===== src/rtl/cfgp_pkg.sv =====
package cfgp_pkg;
  localparam int BYTE_W     = 8;
  localparam int ADDR_W     = 6;
  localparam int NCH        = 2;
  localparam int NBYTES     = 4;
  localparam int CR_IDLE    = 5;
  localparam int CR_ALRST   = 4;
  localparam int HDR_CH     = 6;
  localparam int HDR_RSV    = 7;
  localparam logic [BYTE_W-1:0] CR_RST_VAL = 8'h20;

  typedef enum logic [1:0] {
    IDX_HDR  = 2'd0,
    IDX_CTRL = 2'd1,
    IDX_TSI  = 2'd2,
    IDX_TSO  = 2'd3
  } byte_idx_e;
endpackage


===== src/rtl/cfgp_sync.sv =====
module cfgp_sync #(
  parameter int STAGES = 2
) (
  input  logic clk,
  input  logic rst_n,
  input  logic sclk_i,
  input  logic csn_i,
  input  logic sdi_i,
  output logic sclk_rise_o,
  output logic cs_act_o,
  output logic sdi_o
);
  logic [STAGES-1:0] sclk_q, csn_q, sdi_q;
  logic              sclk_d;

  always_ff @(posedge clk or negedge rst_n) begin
    if (!rst_n) begin
      sclk_q <= '0;
      csn_q  <= '1;
      sdi_q  <= '0;
      sclk_d <= 1'b0;
    end else begin
      sclk_q[0] <= sclk_i;
      csn_q[0]  <= csn_i;
      sdi_q[0]  <= sdi_i;
      sclk_d    <= sclk_q[STAGES-1];
    end
  end

  for (genvar s = 1; s < STAGES; s++) begin : g_stage
    always_ff @(posedge clk or negedge rst_n) begin
      if (!rst_n) begin
        sclk_q[s] <= 1'b0;
        csn_q[s]  <= 1'b1;
        sdi_q[s]  <= 1'b0;
      end else begin
        sclk_q[s] <= sclk_q[s-1];
        csn_q[s]  <= csn_q[s-1];
        sdi_q[s]  <= sdi_q[s-1];
      end
    end
  end

  assign sclk_rise_o = sclk_q[STAGES-1] & ~sclk_d;
  assign cs_act_o    = ~csn_q[STAGES-1];
  assign sdi_o       = sdi_q[STAGES-1];
endmodule


===== src/rtl/cfgp_deser.sv =====
module cfgp_deser
  import cfgp_pkg::*;
#(
  parameter int NB = NBYTES
) (
  input  logic              clk,
  input  logic              rst_n,
  input  logic              en_i,
  input  logic              cs_act_i,
  input  logic              sclk_rise_i,
  input  logic              sdi_i,
  output logic              byte_vld_o,
  output logic [BYTE_W-1:0] byte_o,
  output byte_idx_e         idx_o
);
  localparam int BC_W = $clog2(BYTE_W);
  localparam int IC_W = $clog2(NB + 1);

  logic [BYTE_W-1:0] shreg;
  logic [BC_W-1:0]   bit_cnt;
  logic [IC_W-1:0]   idx_cnt;

  always_ff @(posedge clk or negedge rst_n) begin
    if (!rst_n) begin
      shreg      <= '0;
      bit_cnt    <= '0;
      idx_cnt    <= '0;
      byte_vld_o <= 1'b0;
      byte_o     <= '0;
      idx_o      <= IDX_HDR;
    end else begin
      byte_vld_o <= 1'b0;
      if (!en_i || !cs_act_i) begin
        bit_cnt <= '0;
        idx_cnt <= '0;
      end else if (sclk_rise_i) begin
        shreg   <= {sdi_i, shreg[BYTE_W-1:1]};
        bit_cnt <= bit_cnt + 1'b1;
        if (bit_cnt == BC_W'(BYTE_W - 1) && idx_cnt < IC_W'(NB)) begin
          byte_vld_o <= 1'b1;
          byte_o     <= {sdi_i, shreg[BYTE_W-1:1]};
          idx_o      <= byte_idx_e'(idx_cnt[1:0]);
          idx_cnt    <= idx_cnt + 1'b1;
        end
      end
    end
  end


  idle_clear_chk: assert property (@(posedge clk) disable iff (!rst_n)
    !cs_act_i |=> (bit_cnt == '0 && idx_cnt == '0));

  vld_pulse_chk: assert property (@(posedge clk) disable iff (!rst_n)
    byte_vld_o |=> !byte_vld_o);

  hw_quiet_chk: assert property (@(posedge clk) disable iff (!rst_n)
    !en_i |=> !byte_vld_o);
endmodule


===== src/rtl/cfgp_regbank.sv =====
module cfgp_regbank
  import cfgp_pkg::*;
(
  input  logic                         clk,
  input  logic                         rst_n,
  input  logic                         en_i,
  input  logic                         cs_act_i,
  input  logic                         byte_vld_i,
  input  logic [BYTE_W-1:0]            byte_i,
  input  byte_idx_e                    idx_i,
  input  logic [ADDR_W-1:0]            dev_addr_i,
  input  logic [NCH-1:0]               alrst_done_i,
  output logic [NCH-1:0][BYTE_W-1:0]   ctrl_o,
  output logic [NCH-1:0][BYTE_W-1:0]   tsi_o,
  output logic [NCH-1:0][BYTE_W-1:0]   tso_o,
  output logic                         upd_o
);
  logic matched, sel_ch, wr;

  always_ff @(posedge clk or negedge rst_n) begin
    if (!rst_n) begin
      matched <= 1'b0;
      sel_ch  <= 1'b0;
    end else if (!cs_act_i || !en_i) begin
      matched <= 1'b0;
    end else if (byte_vld_i && idx_i == IDX_HDR) begin
      matched <= (byte_i[ADDR_W-1:0] == dev_addr_i) && !byte_i[HDR_RSV];
      sel_ch  <= byte_i[HDR_CH];
    end
  end

  assign wr    = byte_vld_i && matched && idx_i != IDX_HDR;
  assign upd_o = matched;

  for (genvar c = 0; c < NCH; c++) begin : g_ch
    logic wr_c;
    assign wr_c = wr && (sel_ch == c[0]);

    always_ff @(posedge clk or negedge rst_n) begin
      if (!rst_n) begin
        ctrl_o[c] <= CR_RST_VAL;
        tsi_o[c]  <= '0;
        tso_o[c]  <= '0;
      end else begin
        if (wr_c && idx_i == IDX_CTRL)
          ctrl_o[c] <= byte_i;
        else if (alrst_done_i[c])
          ctrl_o[c][CR_ALRST] <= 1'b0;
        if (wr_c && idx_i == IDX_TSI) tsi_o[c] <= byte_i;
        if (wr_c && idx_i == IDX_TSO) tso_o[c] <= byte_i;
      end
    end


    alrst_clear_chk: assert property (@(posedge clk) disable iff (!rst_n)
      (alrst_done_i[c] && !(wr_c && idx_i == IDX_CTRL)) |=> !ctrl_o[c][CR_ALRST]);
  end


  miss_hold_chk: assert property (@(posedge clk) disable iff (!rst_n)
    (byte_vld_i && idx_i != IDX_HDR && !matched && alrst_done_i == '0)
      |=> ($stable(ctrl_o) && $stable(tsi_o) && $stable(tso_o)));

  hiz_drop_chk: assert property (@(posedge clk) disable iff (!rst_n)
    !cs_act_i |=> !upd_o);
endmodule


===== src/rtl/cfg_port_top.sv =====
module cfg_port_top
  import cfgp_pkg::*;
#(
  parameter int SYNC_STAGES = 2
) (
  input  logic        clk,
  input  logic        rst_n,
  input  logic        sw_mode_i,
  input  logic [5:0]  dev_addr_i,
  input  logic        cfg_csn_i,
  input  logic        cfg_sclk_i,
  input  logic        cfg_sdi_i,
  input  logic [1:0]  alg_rst_done_i,
  output logic [7:0]  ctrl_x_o,
  output logic [7:0]  ctrl_y_o,
  output logic [7:0]  slot_in_x_o,
  output logic [7:0]  slot_out_x_o,
  output logic [7:0]  slot_in_y_o,
  output logic [7:0]  slot_out_y_o,
  output logic        data_hiz_o,
  output logic        low_power_o
);
  localparam int CH_X = 1;
  localparam int CH_Y = 0;

  logic              sclk_rise, cs_act, sdi_s, byte_vld;
  logic [BYTE_W-1:0] byte_d;
  byte_idx_e         idx;
  logic [NCH-1:0][BYTE_W-1:0] ctrl, tsi, tso;

  cfgp_sync #(.STAGES(SYNC_STAGES)) u_sync (
    .clk(clk), .rst_n(rst_n),
    .sclk_i(cfg_sclk_i), .csn_i(cfg_csn_i), .sdi_i(cfg_sdi_i),
    .sclk_rise_o(sclk_rise), .cs_act_o(cs_act), .sdi_o(sdi_s)
  );

  cfgp_deser #(.NB(NBYTES)) u_deser (
    .clk(clk), .rst_n(rst_n), .en_i(sw_mode_i), .cs_act_i(cs_act),
    .sclk_rise_i(sclk_rise), .sdi_i(sdi_s),
    .byte_vld_o(byte_vld), .byte_o(byte_d), .idx_o(idx)
  );

  cfgp_regbank u_bank (
    .clk(clk), .rst_n(rst_n), .en_i(sw_mode_i), .cs_act_i(cs_act),
    .byte_vld_i(byte_vld), .byte_i(byte_d), .idx_i(idx),
    .dev_addr_i(dev_addr_i), .alrst_done_i(alg_rst_done_i),
    .ctrl_o(ctrl), .tsi_o(tsi), .tso_o(tso), .upd_o(data_hiz_o)
  );

  assign ctrl_x_o     = ctrl[CH_X];
  assign ctrl_y_o     = ctrl[CH_Y];
  assign slot_in_x_o  = sw_mode_i ? tsi[CH_X] : '0;
  assign slot_out_x_o = sw_mode_i ? tso[CH_X] : '0;
  assign slot_in_y_o  = sw_mode_i ? tsi[CH_Y] : '0;
  assign slot_out_y_o = sw_mode_i ? tso[CH_Y] : '0;
  assign low_power_o  = ctrl[CH_X][CR_IDLE] & ctrl[CH_Y][CR_IDLE];
endmodule


===== config.mk =====
export PLATFORM = sky130hd
export DESIGN_NAME = cfg_port_top
export DESIGN_NICKNAME = d
export VERILOG_FILES = /design/src/rtl/cfgp_pkg.sv /design/src/rtl/cfgp_sync.sv /design/src/rtl/cfgp_deser.sv /design/src/rtl/cfgp_regbank.sv /design/src/rtl/cfg_port_top.sv
export SDC_FILE = /design/constraint.sdc
export NUM_CORES = 1
export LEC_CHECK = 0
export ABC_AREA = 1
export BUFFER_PORTS_ARGS = -buffer_cell sky130_fd_sc_hd__buf_2
export CAP_MARGIN = 10
export CORE_ASPECT_RATIO = 1.75
export CORE_MARGIN = 2
export CORE_UTILIZATION = 50
export CTS_CLUSTER_DIAMETER = 100
export CTS_CLUSTER_SIZE = 8
export DETAILED_ROUTE_END_ITERATION = 12
export PLACE_DENSITY = 0.73
export SLEW_MARGIN = 20
export SYNTH_ARGS = -nofsm -noshare
export SYNTH_HDL_FRONTEND = slang
export SYNTH_SLANG_ARGS = --single-unit

===== constraint.sdc =====
create_clock -name clk -period 1.9 [get_ports clk]
set_input_delay 0.095 -clock clk [delete_from_list [all_inputs] [get_ports clk]]
set_output_delay 0.095 -clock clk [all_outputs]
set_load 0.02 [all_outputs]

Word level (Yosys, flattened, before mapping)
Index checks and enable logic that the tools add are counted.
Storage, ports and cells
  register bits: 82
  input port bits: 14
  output and inout port bits: 50
  logic and storage cells: 81
Cells by class
  add/sub/neg operators: 2
  order comparisons: 1
  equality and inequality tests: 5
  muxes and demuxes: 18
  bitwise gates (word level): 5
  reductions and logical operators: 27
Operator list (count)
  8-bit two-way mux: 4
  3-bit two-way mux: 5
  1-bit logical AND: 13
  2-bit nonzero test: 6
  1-bit two-way mux: 9
  3-bit by 1-bit adder with 3-bit output (second input constant): 2
  6-bit equality test: 1
  2-bit AND reduction: 3
  2-bit equality test (second input constant): 2
  3-bit equality test (second input constant): 1
  3-bit < comparator (second input constant): 1
  1-bit inverter: 3
  3-bit AND reduction: 1
  1-bit AND: 2
  2-bit by 1-bit equality test with 1-bit output (second input constant): 1
  1-bit logical NOT: 2
  2-bit logical NOT: 1
  1-bit logical OR: 1

Logic depth before layout (Yosys ltp)
Gate-level depths: netlist of run 1.
  word-level depth: 5
  depth in mapped cells: 9
  mapped depth without buffers: 8

Modules after synthesis
From an unflattened synthesis of run 1, not the netlist that was laid out.
Unflattened totals
  cell total of the unflattened synthesis: 407
  area total of the unflattened synthesis: 3549.7 um2
Modules (own cells, without submodules)
  cfgp_regbank: times used 1, cells an instance 211, area each 2001.9 um2, sequential area each 1253.7 um2
  cfgp_deser: times used 1, cells an instance 117, area each 1074.8 um2, sequential area each 600.6 um2
  cfg_port_top: times used 1, cells an instance 69, area each 281.5 um2, sequential area each 0.0 um2
  cfgp_sync: times used 1, cells an instance 10, area each 191.4 um2, sequential area each 177.7 um2

Worst setup path after synthesis of run 1
OpenSTA, ideal clock, no wires.
  path type: register to register
  from: register u_deser.bit_cnt[0]
  to: register u_deser.byte_o[3]
  library setup time: 0.135 ns
  arrival time: 1.242 ns
  required time: 1.765 ns
  slack: 0.524 ns
  cell stages (with the launch flop): 10
  buffers on the path: 1
  clock period less this slack: 1.376 ns
  cells stage by stage: dfrtp_1 > ha_1 > ha_1 > inv_1 > nor2_1 > nand2_1 > nor2_2 > buf_2 > nand2_1 > o21ai_0
Between the ends
  longest elaborated chain between the ends: 3
Ends and longest elaborated chain
  from (decl): line cfgp_deser.sv:20  | logic [BC_W-1:0] bit_cnt;
  from (signal assigned): line cfgp_deser.sv:38  | bit_cnt <= bit_cnt + 1'b1;
  3-bit equality test: line cfgp_deser.sv:39  | if (bit_cnt == BC_W'(BYTE_W - 1) && idx_cnt < IC_W'(NB)) begin
  1-bit logical AND: line cfgp_deser.sv:39
  3-bit AND reduction (no line)
  to (signal assigned): line cfgp_deser.sv:41  | byte_o <= {sdi_i, shreg[BYTE_W-1:1]};
  to (decl): line cfgp_deser.sv:13  | output logic [BYTE_W-1:0] byte_o,
No other way between the ends.
A chain may end at the register's enable or synchronous reset.

Worst setup path after layout of run 1
Ends and elaborated chain as after synthesis.

==> results.ini, run 1 <==
[run_status]
status=completed

[clocking]
insertion_delay_ps=340
cts.path.max_buffers=2
cts_buffers=9
path_clk_slew_ps=60
htreeDepth=3
clockRootBuffer=clkbuf_16
cts_tree=yes
cts.sinks=81

[global_route]
grtUsageTotal_pct=21.1
antenna_found_initial=0
grt_pass1_wl_um=12000
gr-total-overflow=0
grt_max_degree=33
grt_pass1_vias=2408

[floorplan]
die_h_um=116
dieArea_um2=7890
coreArea_um2=6910
die-width_um=68.0
pin_count=64
row_count=40
start_util_pct=51.9

[power]
power.leakage_nw=2.47
p_per_area_nw_per_um2=842
vdd_drop_max_v=0.000687
power_w=0.00363

[critical_path]
r2r_slack_ps=300
critPathMaxFanout=23
cp.arrival_ps=1850
reg2reg_from=u_deser.bit_cnt[0]$_DFFE_PN0P_
end_kind=flop
r2r_end=u_deser.byte_o[3]$_DFFE_PN0P_
crit_type=reg2reg
crit_path_start_kind=flop
worst_r2r_path_depth=8
crit_required_ps=2140

[yosys]
ys_ff_latch=81
synth_top_family_by_area=simple AND/OR/NAND/NOR gates
yosysTopAreaCell=dfrtp_1
synth-edff-count=0
synth_compound_area_share_pct=13.2
syn_area_per_cell_um2=9.38
synth-simple-area-share_pct=19.5
syn_area_um2=3580
synthCells=382
netlist_top_cells_area=dfrtp_1 54%, nand2_1 12%, o21ai_2 6.8%
synth_cell_types=23
yosysWarnings=0
synth.most_common_cell=nand2_1
syn-num-nets=399
yosysSeqAreaShare_pct=56.7
synth-adder-area-share_pct=1.05
synth_xor_area_share_pct=0.244
synth_top_area_share_pct=53.8
synth_common_cells=117 x nand2_1, 77 x dfrtp_1, 61 x inv_1, 28 x o21ai_2, 26 x o21ai_1
async_reset_ff_share_pct=100
synthMuxAreaShare_pct=0
yosys_most_used_dff=dfrtp_1

[timing]
rsz0062_at_grt=false
period_minus_slack_ps=1600
setup_viol_count_final=0
finClkSkew_ps=4.38
hold_viol_final=0
max_freq_mhz=623
worstMarginPinSlew_ps=477
fin_tns_setup_ps=0
slew_viol_final=0
slew_headroom_pct=68.2
post-route-period-util_pct=84.5

[place]
hpwl_um=5110
port_buffers=63
gp_congestion=0.785

[routing]
postRouteAntennaNets=0
drtPass1Iterations=5
post_drt_wl_per_cell_um=13.4
via_count=2627
wl_um=7280
viasPerCell=4.85
drtIter0Drc=208
drcViolationCount=0

[worst_hold_path]
min_from=alg_rst_done_i[0]
hold_path_end=u_bank.ctrl_o[4]$_DFFE_PN0P_
hold_depth=3
hp-class=in2reg

[final_layout]
syn_to_final_growth_pct=20.3
nNetsFinal=470
n_antenna_cell=0
drive_gt1_share_pct=29.0
fin_util_pct=62.4

[run]
maxCapViolCount=0

## area by class of cell
type                            count  area, um2
Clock buffer                       13        260
Clock inverter                      3       40.0
Fill cell                         591       2590
Inverter                           63        236
Multi-Input combinational cell    225       1220
Sequential cell                    81       2030
Tap cell                           84        105
Timing Repair Buffer               73        415
## power breakdown
part	switching (W)	internal, W
combinational	0.0000797	0.0000435
sequential	0.0000253	0.00176
clock	0.000638	0.00108
## repair_timing
action / 4_1_cts / 5_1_grt
hold buffers: 4 / 0
resized for setup: 0 / 1
buffers inserted: 0 / 0
hold endpoints to repair: 30 / 0
setup endpoints to repair: 0 / 12
## cell families (layout without fill, tap and decap cells)
family,after synthesis,count (layout)
flip-flops,81,81
XOR/XNOR,1,1
adder cells (fa/ha/maj),3,3
buffers and inverters,76,152
AO/OA/AOI/OAI,73,73
AND/OR/NAND/NOR,148,148
## routing by layer
| layer | track usage, % | wire length [um] | share of wire (%) | vias up |
|---|---|---|---|---|
| met5 | 0 | 0 | 0 | - |
| met4 | 8.80 | 143 | 2.0 | 0 |
| met3 | 4.37 | 292 | 4.0 | 11 |
| met2 | 34.4 | 3970 | 55 | 48 |
| met1 | 26.9 | 2870 | 39 | 1245 |
| li1 | - | - | - | 1323 |
## sequential cells by signal, summed over array words and instances (netlist names), 2 cells and up
register and count:
u_deser.byte_o 8, u_sync.csn_q 2, u_deser.bit_cnt 3, u_deser.idx_o 2
u_bank.ctrl_o 16, u_bank.tsi_o 16, u_deser.idx_cnt 3, u_deser.shreg 7
u_bank.tso_o 16, u_sync.sclk_q 2
## placed cells by master (no fill, tap or decap), types with 3 or more instances in the layout
cell type      instances
nand2_1              117
dfrtp_1               77
buf_2                 62
inv_1                 61
o21ai_2               28
o21ai_1               26
o21ai_0               15
clkbuf_16              9
nand3_1                7
nor2_1                 6
nand3_4                6
buf_4                  6
nand2_2                4
dlygate4sd3_1          4
dfstp_2                4
nor2_2                 3
a21oi_1                3
ha_1                   3
## metrics by stage
stage	cell area (um2)	worst slack [ps]	instances	hold WS (ps)
2_1_floorplan	3580	524	382	-201
3_3_place_gp	3970	247	522	48.6
3_5_place_dp	3970	109	522	47.5
4_1_cts	4310	93.8	542	14.8
5_1_grt	4310	44.3	542	36.3
6_report	4310	295	542	13.3
## critical path, stage by stage, from the launching register on
cell and delay (ps):
dfrtp_1 370, ha_1 150, ha_1 150, inv_1 40, nor2_1 80, nand2_1 130, nor2_4 360, nand2_1 110
o21ai_0 120
## how the worst max path moves through the flow
stage / start / end / slack [ps] / cells past startpoint
after floorplan: u_deser.bit_cnt[0]$_DFFE_PN0P_ / u_deser.byte_o[3]$_DFFE_PN0P_ / 520 / 9
after global placement: u_deser.bit_cnt[0]$_DFFE_PN0P_ / u_deser.byte_o[0]$_DFFE_PN0P_ / 250 / 7
after detailed placement: u_deser.bit_cnt[0]$_DFFE_PN0P_ / u_deser.byte_o[2]$_DFFE_PN0P_ / 110 / 7
after CTS: u_deser.bit_cnt[0]$_DFFE_PN0P_ / u_deser.byte_o[3]$_DFFE_PN0P_ / 90 / 7
after global routing: u_deser.bit_cnt[0]$_DFFE_PN0P_ / u_deser.idx_cnt[0]$_DFFE_PN0P_ / 40 / 8
final: u_deser.bit_cnt[0]$_DFFE_PN0P_ / u_deser.byte_o[3]$_DFFE_PN0P_ / 300 / 8
Note: power is estimated with default switching activity, not from simulation.
==> inputs of run 2 (changes only) <==
- ABC_AREA: 1 -> 0
- clock period: 1.9 -> 1.5 ns (I/O delays scaled with it)
==> results.ini, run 2 <==
[yosys]
syn_area_um2=3400
ys_ff_latch=81
synth-edff-count=0
yosysWarnings=0
syn-num-nets=254
synthCells=237
syn_area_per_cell_um2=14.4
synth_cell_types=29
synth_common_cells=77 x dfrtp_1, 64 x mux2_2, 33 x and2_1, 7 x nor2_1, 7 x xor2_1
synth_top_area_share_pct=56.6
yosysTopAreaCell=dfrtp_1
async_reset_ff_share_pct=100
synth.most_common_cell=dfrtp_1
netlist_top_cells_area=dfrtp_1 57%, mux2_2 21%, and2_1 6.1%
yosys_most_used_dff=dfrtp_1
yosysSeqAreaShare_pct=59.7

[floorplan]
pin_count=64
die_h_um=113
coreArea_um2=6540
die-width_um=66.4
dieArea_um2=7510
start_util_pct=52.0
row_count=39

[critical_path]
crit_path_start_kind=flop
worstPathCellList=nand2b_1, nor2_8, nand3b_4, mux2_2
critical_path_buf_inv_count=0
worst_path_max_delay_cell=dfstp_2
r2r_slack_ps=50
critPathMaxFanout=11
r2r_end=u_deser.byte_o[5]$_DFFE_PN0P_
end_kind=flop
crit_required_ps=1710
cp.arrival_ps=1670
crit_type=reg2reg
worst_r2r_path_depth=4
reg2reg_from=u_sync.csn_q[1]$_DFF_PN1_
path_delay_family=flip-flops
cpPeakStageDelay_ps=510

[place]
port_buffers=63
dpl.cell_count=398
gp_congestion=0.810
hpwl_um=5090

[clocking]
clockRootBuffer=clkbuf_16
htreeDepth=3
post_cts_buffers=0
cts_tree=yes
insertion_delay_ps=330
path_clk_slew_ps=50
cts.path.max_buffers=2
cts.sinks=81
cts_buffers=9

[final_layout]
final_common_cell=dfrtp_1
nNetsFinal=349
syn_to_final_growth_pct=28.1
reg.largest.list=u_bank.ctrl_o (16), u_bank.tsi_o (16), u_bank.tso_o (16)
instances_no_fill=419
drive_gt1_share_pct=53.1
fin_util_pct=66.7
final_cell_mix=76 x dfrtp_1, 64 x mux2_2, 62 x buf_2, 33 x and2_1, 18 x buf_4
n_antenna_cell=0

[global_route]
grt_pass1_vias=2163
antenna_found_initial=0
grt_pass1_wl_um=11100
grt_max_degree=33
grtUsageTotal_pct=20.7
gr-total-overflow=0

[worst_hold_path]
hp-class=in2reg
min_from=alg_rst_done_i[0]
hold_path_end=u_bank.ctrl_o[4]$_DFFE_PN0P_
hold_depth=3

[timing]
hold_viol_final=0
slew_viol_final=0
period_minus_slack_ps=1450
finClkSkew_ps=5.56
fin_tns_setup_ps=0
setup_viol_count_final=0
post-route-period-util_pct=97.0
worstMarginPinSlew_ps=369
max_freq_mhz=687
slew_headroom_pct=75.4

[routing]
via_count=2106
drtPass1Iterations=4
post_drt_wl_per_cell_um=16.4
drtIter0Drc=70
wl_um=6890
postRouteAntennaNets=0
drcViolationCount=0
viasPerCell=5.03

[run_status]
status=completed

[run]
maxCapViolCount=0

[power]
p_per_area_nw_per_um2=997
power.leakage_nw=2.36
vdd_drop_max_v=0.000916

## run 2: cell types whose count changed in the layout (fill, tap and decap cells not counted), sizes merged, moves of 6 or more
cell	previous run	this run
nand2	121	5
o21ai	69	2
mux2	0	64
inv	63	2
and2	0	33
buf	69	86
nand3	13	2
xor2	0	7
nand2b	0	6
## run 2: tightest hold or removal path, stage by stage
cell	delay (ps)
buf_2	70
nand2b_1	80
o21ai_0	70
## run 2: what timing repair did
item,4_1_cts,5_1_grt
gates resized for setup,2,5
hold endpoints to repair,44,0
cloned,0,0
hold buffers,5,0
setup endpoints to repair,7,11
## run 2: report_power, final
part           internal [W]  switching (W)  leakage (nW)
logic             0.0000864      0.0000918          1.14
clock network       0.00112       0.000763         0.122
registers           0.00225      0.0000371          1.10
## run 2: cell families (layout without fill, tap and decap cells)
family / count (synthesis) / in the layout / synth area share (%)
xor gates and xnor gates: 8 / 8 / 2.06
muxes: 67 / 67 / 22.1
AOI/OAI and AO/OA: 4 / 4 / 0.625
buffers and inverters: 9 / 109 / 1.47
and+or+nand+nor: 65 / 65 / 12.9
DFF: 81 / 81 / 59.7
adders and majority gates: 3 / 3 / 1.10
## run 2: metal layers
| layer | global-route usage [%] | wire (um) | up-vias |
|---|---|---|---|
| li1 | - | - | 996 |
| met4 | 12.0 | 264 | 0 |
| met3 | 5.17 | 254 | 19 |
| met1 | 23.2 | 2440 | 1041 |
| met2 | 34.9 | 3940 | 50 |
| met5 | 0 | 0 | - |
## run 2: through the flow
| stage | area [um2] | setup slack [ps] | power, W | hold slack [ps] |
|---|---|---|---|---|
| after floorplan | 3400 | 9.07 | 0.00239 | -221 |
| after global placement | 4030 | 57.4 | 0.00249 | 15.0 |
| after detailed placement | 4030 | -11.7 | 0.00250 | 19.2 |
| after CTS | 4340 | 31.3 | 0.00439 | 9.83 |
| after global routing | 4360 | -7.35 | 0.00454 | 20.8 |
| final | 4360 | 45.4 | 0.00435 | 16.4 |
## run 2: cell type report
type / instances / area (um2)
clock buffers: 15 / 248
clock inverters: 1 / 5.00
fillers: 512 / 2180
inverters: 2 / 7.51
multi-input cells: 147 / 1350
flip-flops and latches: 81 / 2030
well taps: 82 / 103
repair buffers: 91 / 616
## run 2: worst max path at each step
stage	from	slack [ps]	endpoint	cells after the start
2_1_floorplan	u_bank.upd_o$_DFFE_PN0P_	9	u_bank.ctrl_o[0]$_DFFE_PN0P_	3
3_3_place_gp	u_deser.bit_cnt[0]$_DFFE_PN0P_	60	u_deser.byte_o[6]$_DFFE_PN0P_	4
3_5_place_dp	u_deser.bit_cnt[0]$_DFFE_PN0P_	-10	u_deser.idx_cnt[1]$_DFFE_PN0P_	6
4_1_cts	u_deser.bit_cnt[0]$_DFFE_PN0P_	30	u_deser.byte_o[5]$_DFFE_PN0P_	4
5_1_grt	u_deser.bit_cnt[0]$_DFFE_PN0P_	-7	u_deser.idx_cnt[1]$_DFFE_PN0P_	6
6_report	u_sync.csn_q[1]$_DFF_PN1_	50	u_deser.byte_o[5]$_DFFE_PN0P_	4
==> inputs of run 3 (changes only) <==
- clock period: 1.5 -> 1.51 ns (I/O delays scaled with it)
==> results.ini, run 3 (synthesis results as in run 2) <==
[run_status]
status=completed

[floorplan]
pin_count=64
die-width_um=66.4
dieArea_um2=7510
coreArea_um2=6540
row_count=39
start_util_pct=52.0
die_h_um=113

[timing]
slew_viol_final=0
max_freq_mhz=687
rsz0062_at_grt=false
worstMarginPinSlew_ps=467
period_minus_slack_ps=1460
hold_viol_final=0
setup_viol_count_final=0
slew_headroom_pct=68.9
finClkSkew_ps=6.62
post-route-period-util_pct=96.4

[clocking]
cts.path.max_buffers=2
clockRootBuffer=clkbuf_16
insertion_delay_ps=330
path_clk_slew_ps=60
cts_tree=yes
post_cts_buffers=0
cts.sinks=81
htreeDepth=3
cts_buffers=9

[global_route]
grt_max_degree=35
use_met2_pct=38.1
grtUsageTotal_pct=21.7
antenna_found_initial=0
grt_pass1_wl_um=11600
gr-max-usage-layer=met2
gr-total-overflow=0
met3_usage_pct=5.96
use_met1_pct=22.8
grt_pass1_vias=2231

[final_layout]
reg.largest.list=u_bank.ctrl_o (16), u_bank.tsi_o (16), u_bank.tso_o (16)
n_antenna_cell=0
fill_cells=513
final_common_cell=dfrtp_1
final_cell_area_um2=4350
syn_to_final_growth_pct=27.9
final_cell_mix=76 x dfrtp_1, 64 x mux2_2, 62 x buf_2, 33 x and2_1, 13 x buf_4
nNetsFinal=345
fin_util_pct=66.6
drive_gt1_share_pct=53.2

[critical_path]
end_kind=flop
cp.arrival_ps=1680
crit_required_ps=1730
crit_type=reg2reg
critPathMaxFanout=3
crit_path_start_kind=flop

[run]
maxCapViolCount=0

[place]
port_buffers=63
gp_congestion=0.851
hpwl_um=5020
postPlaceCellArea_um2=4030

[routing]
drcViolationCount=0
postRouteAntennaNets=0
post_drt_wl_per_cell_um=17.2
wl_um=7130
drtIter0Drc=88
drtPass1Iterations=4
viasPerCell=5.06
via_count=2099

[power]
vdd_drop_max_v=0.00108
p_per_area_nw_per_um2=1010
power_w=0.00439
power.leakage_nw=2.35

[worst_hold_path]
hp-class=in2reg

-- run 3: cell count changes in the layout (fill, tap and decap cells not counted) --
| cell | change |
|---|---|
| clkinvlp_4 | +1 |
| dlygate4sd3_1 | -1 |
| ha_4 | -1 |
| buf_4 | -5 |
| clkbuf_8 | +1 |
| ha_1 | +1 |
| clkinv_2 | +1 |
| buf_12 | +2 |
| clkbuf_1 | -3 |
| nand2b_2 | -1 |
| nand2b_1 | +1 |
-- run 3: layout make-up --
class,count,area (um2),share of cell area (%)
flip-flops and latches,81,2030,46.7
well taps,82,103,2.36
clock inverters,3,17.5,0.403
multi-input cells,147,1330,30.6
clock buffers,13,250,5.75
inverters,2,7.51,0.173
repair buffers,87,608,14.0
-- run 3: critical path, cell delays in order, from the launching register on --
cell     delay (ps)
dfrtp_1         370
ha_1            170
ha_2            220
nor3b_2         310
mux2i_1         220
nor2_1           50
-- run 3: per-stage QoR --
step / setup WS, ps / hold slack, ps / TNS [ps] / cells
after floorplan: 19.1 / -220 / 0 / 237
after global placement: 51.0 / 56.9 / 0 / 395
after detailed placement: -7.22 / 60.0 / -7.22 / 395
after CTS: 15.2 / 16.5 / 0 / 415
after global routing: 1.10 / 34.3 / 0 / 415
final: 54.3 / 20.9 / 0 / 415
-- run 3: final timing paths --
check                                          startpoint                             end  slack [ps]  cells after the start
max                        u_deser.bit_cnt[0]$_DFFE_PN0P_  u_deser.idx_cnt[1]$_DFFE_PN0P_          50                      5
min                                     alg_rst_done_i[1]   u_bank.ctrl_o[12]$_DFFE_PN0P_          20                      3
max reg2reg                u_deser.bit_cnt[0]$_DFFE_PN0P_  u_deser.idx_cnt[1]$_DFFE_PN0P_          50                      5
min reg2reg                     u_sync.csn_q[0]$_DFF_PN1_       u_sync.csn_q[1]$_DFF_PN1_         350                      0
max in group asynchronous                           rst_n   u_bank.ctrl_o[13]$_DFFE_PN1P_         700                      3
min in group asynchronous                           rst_n    u_bank.ctrl_o[6]$_DFFE_PN0P_         240                      2
-- run 3: report_power, final --
part	total, W	switching (W)	leakage [nW]	internal [W]
sequential	0.00227	0.0000380	1.10	0.00223
clock	0.00194	0.000789	0.130	0.00115
combinational	0.000179	0.0000939	1.13	0.0000854
-- run 3: timing repair --
item,4_1_cts,5_1_grt
cloned,0,0
gates resized for setup,1,3
hold buffers,4,0
endpoints found under the setup margin,1,12
hold endpoints to repair,33,0
-- run 3: per-layer routing --
metal  vias up  share of wire, %
met5         -                 0
met4         0               3.8
met3        17               3.5
met2        42                57
met1      1054                36
li1        986                 -
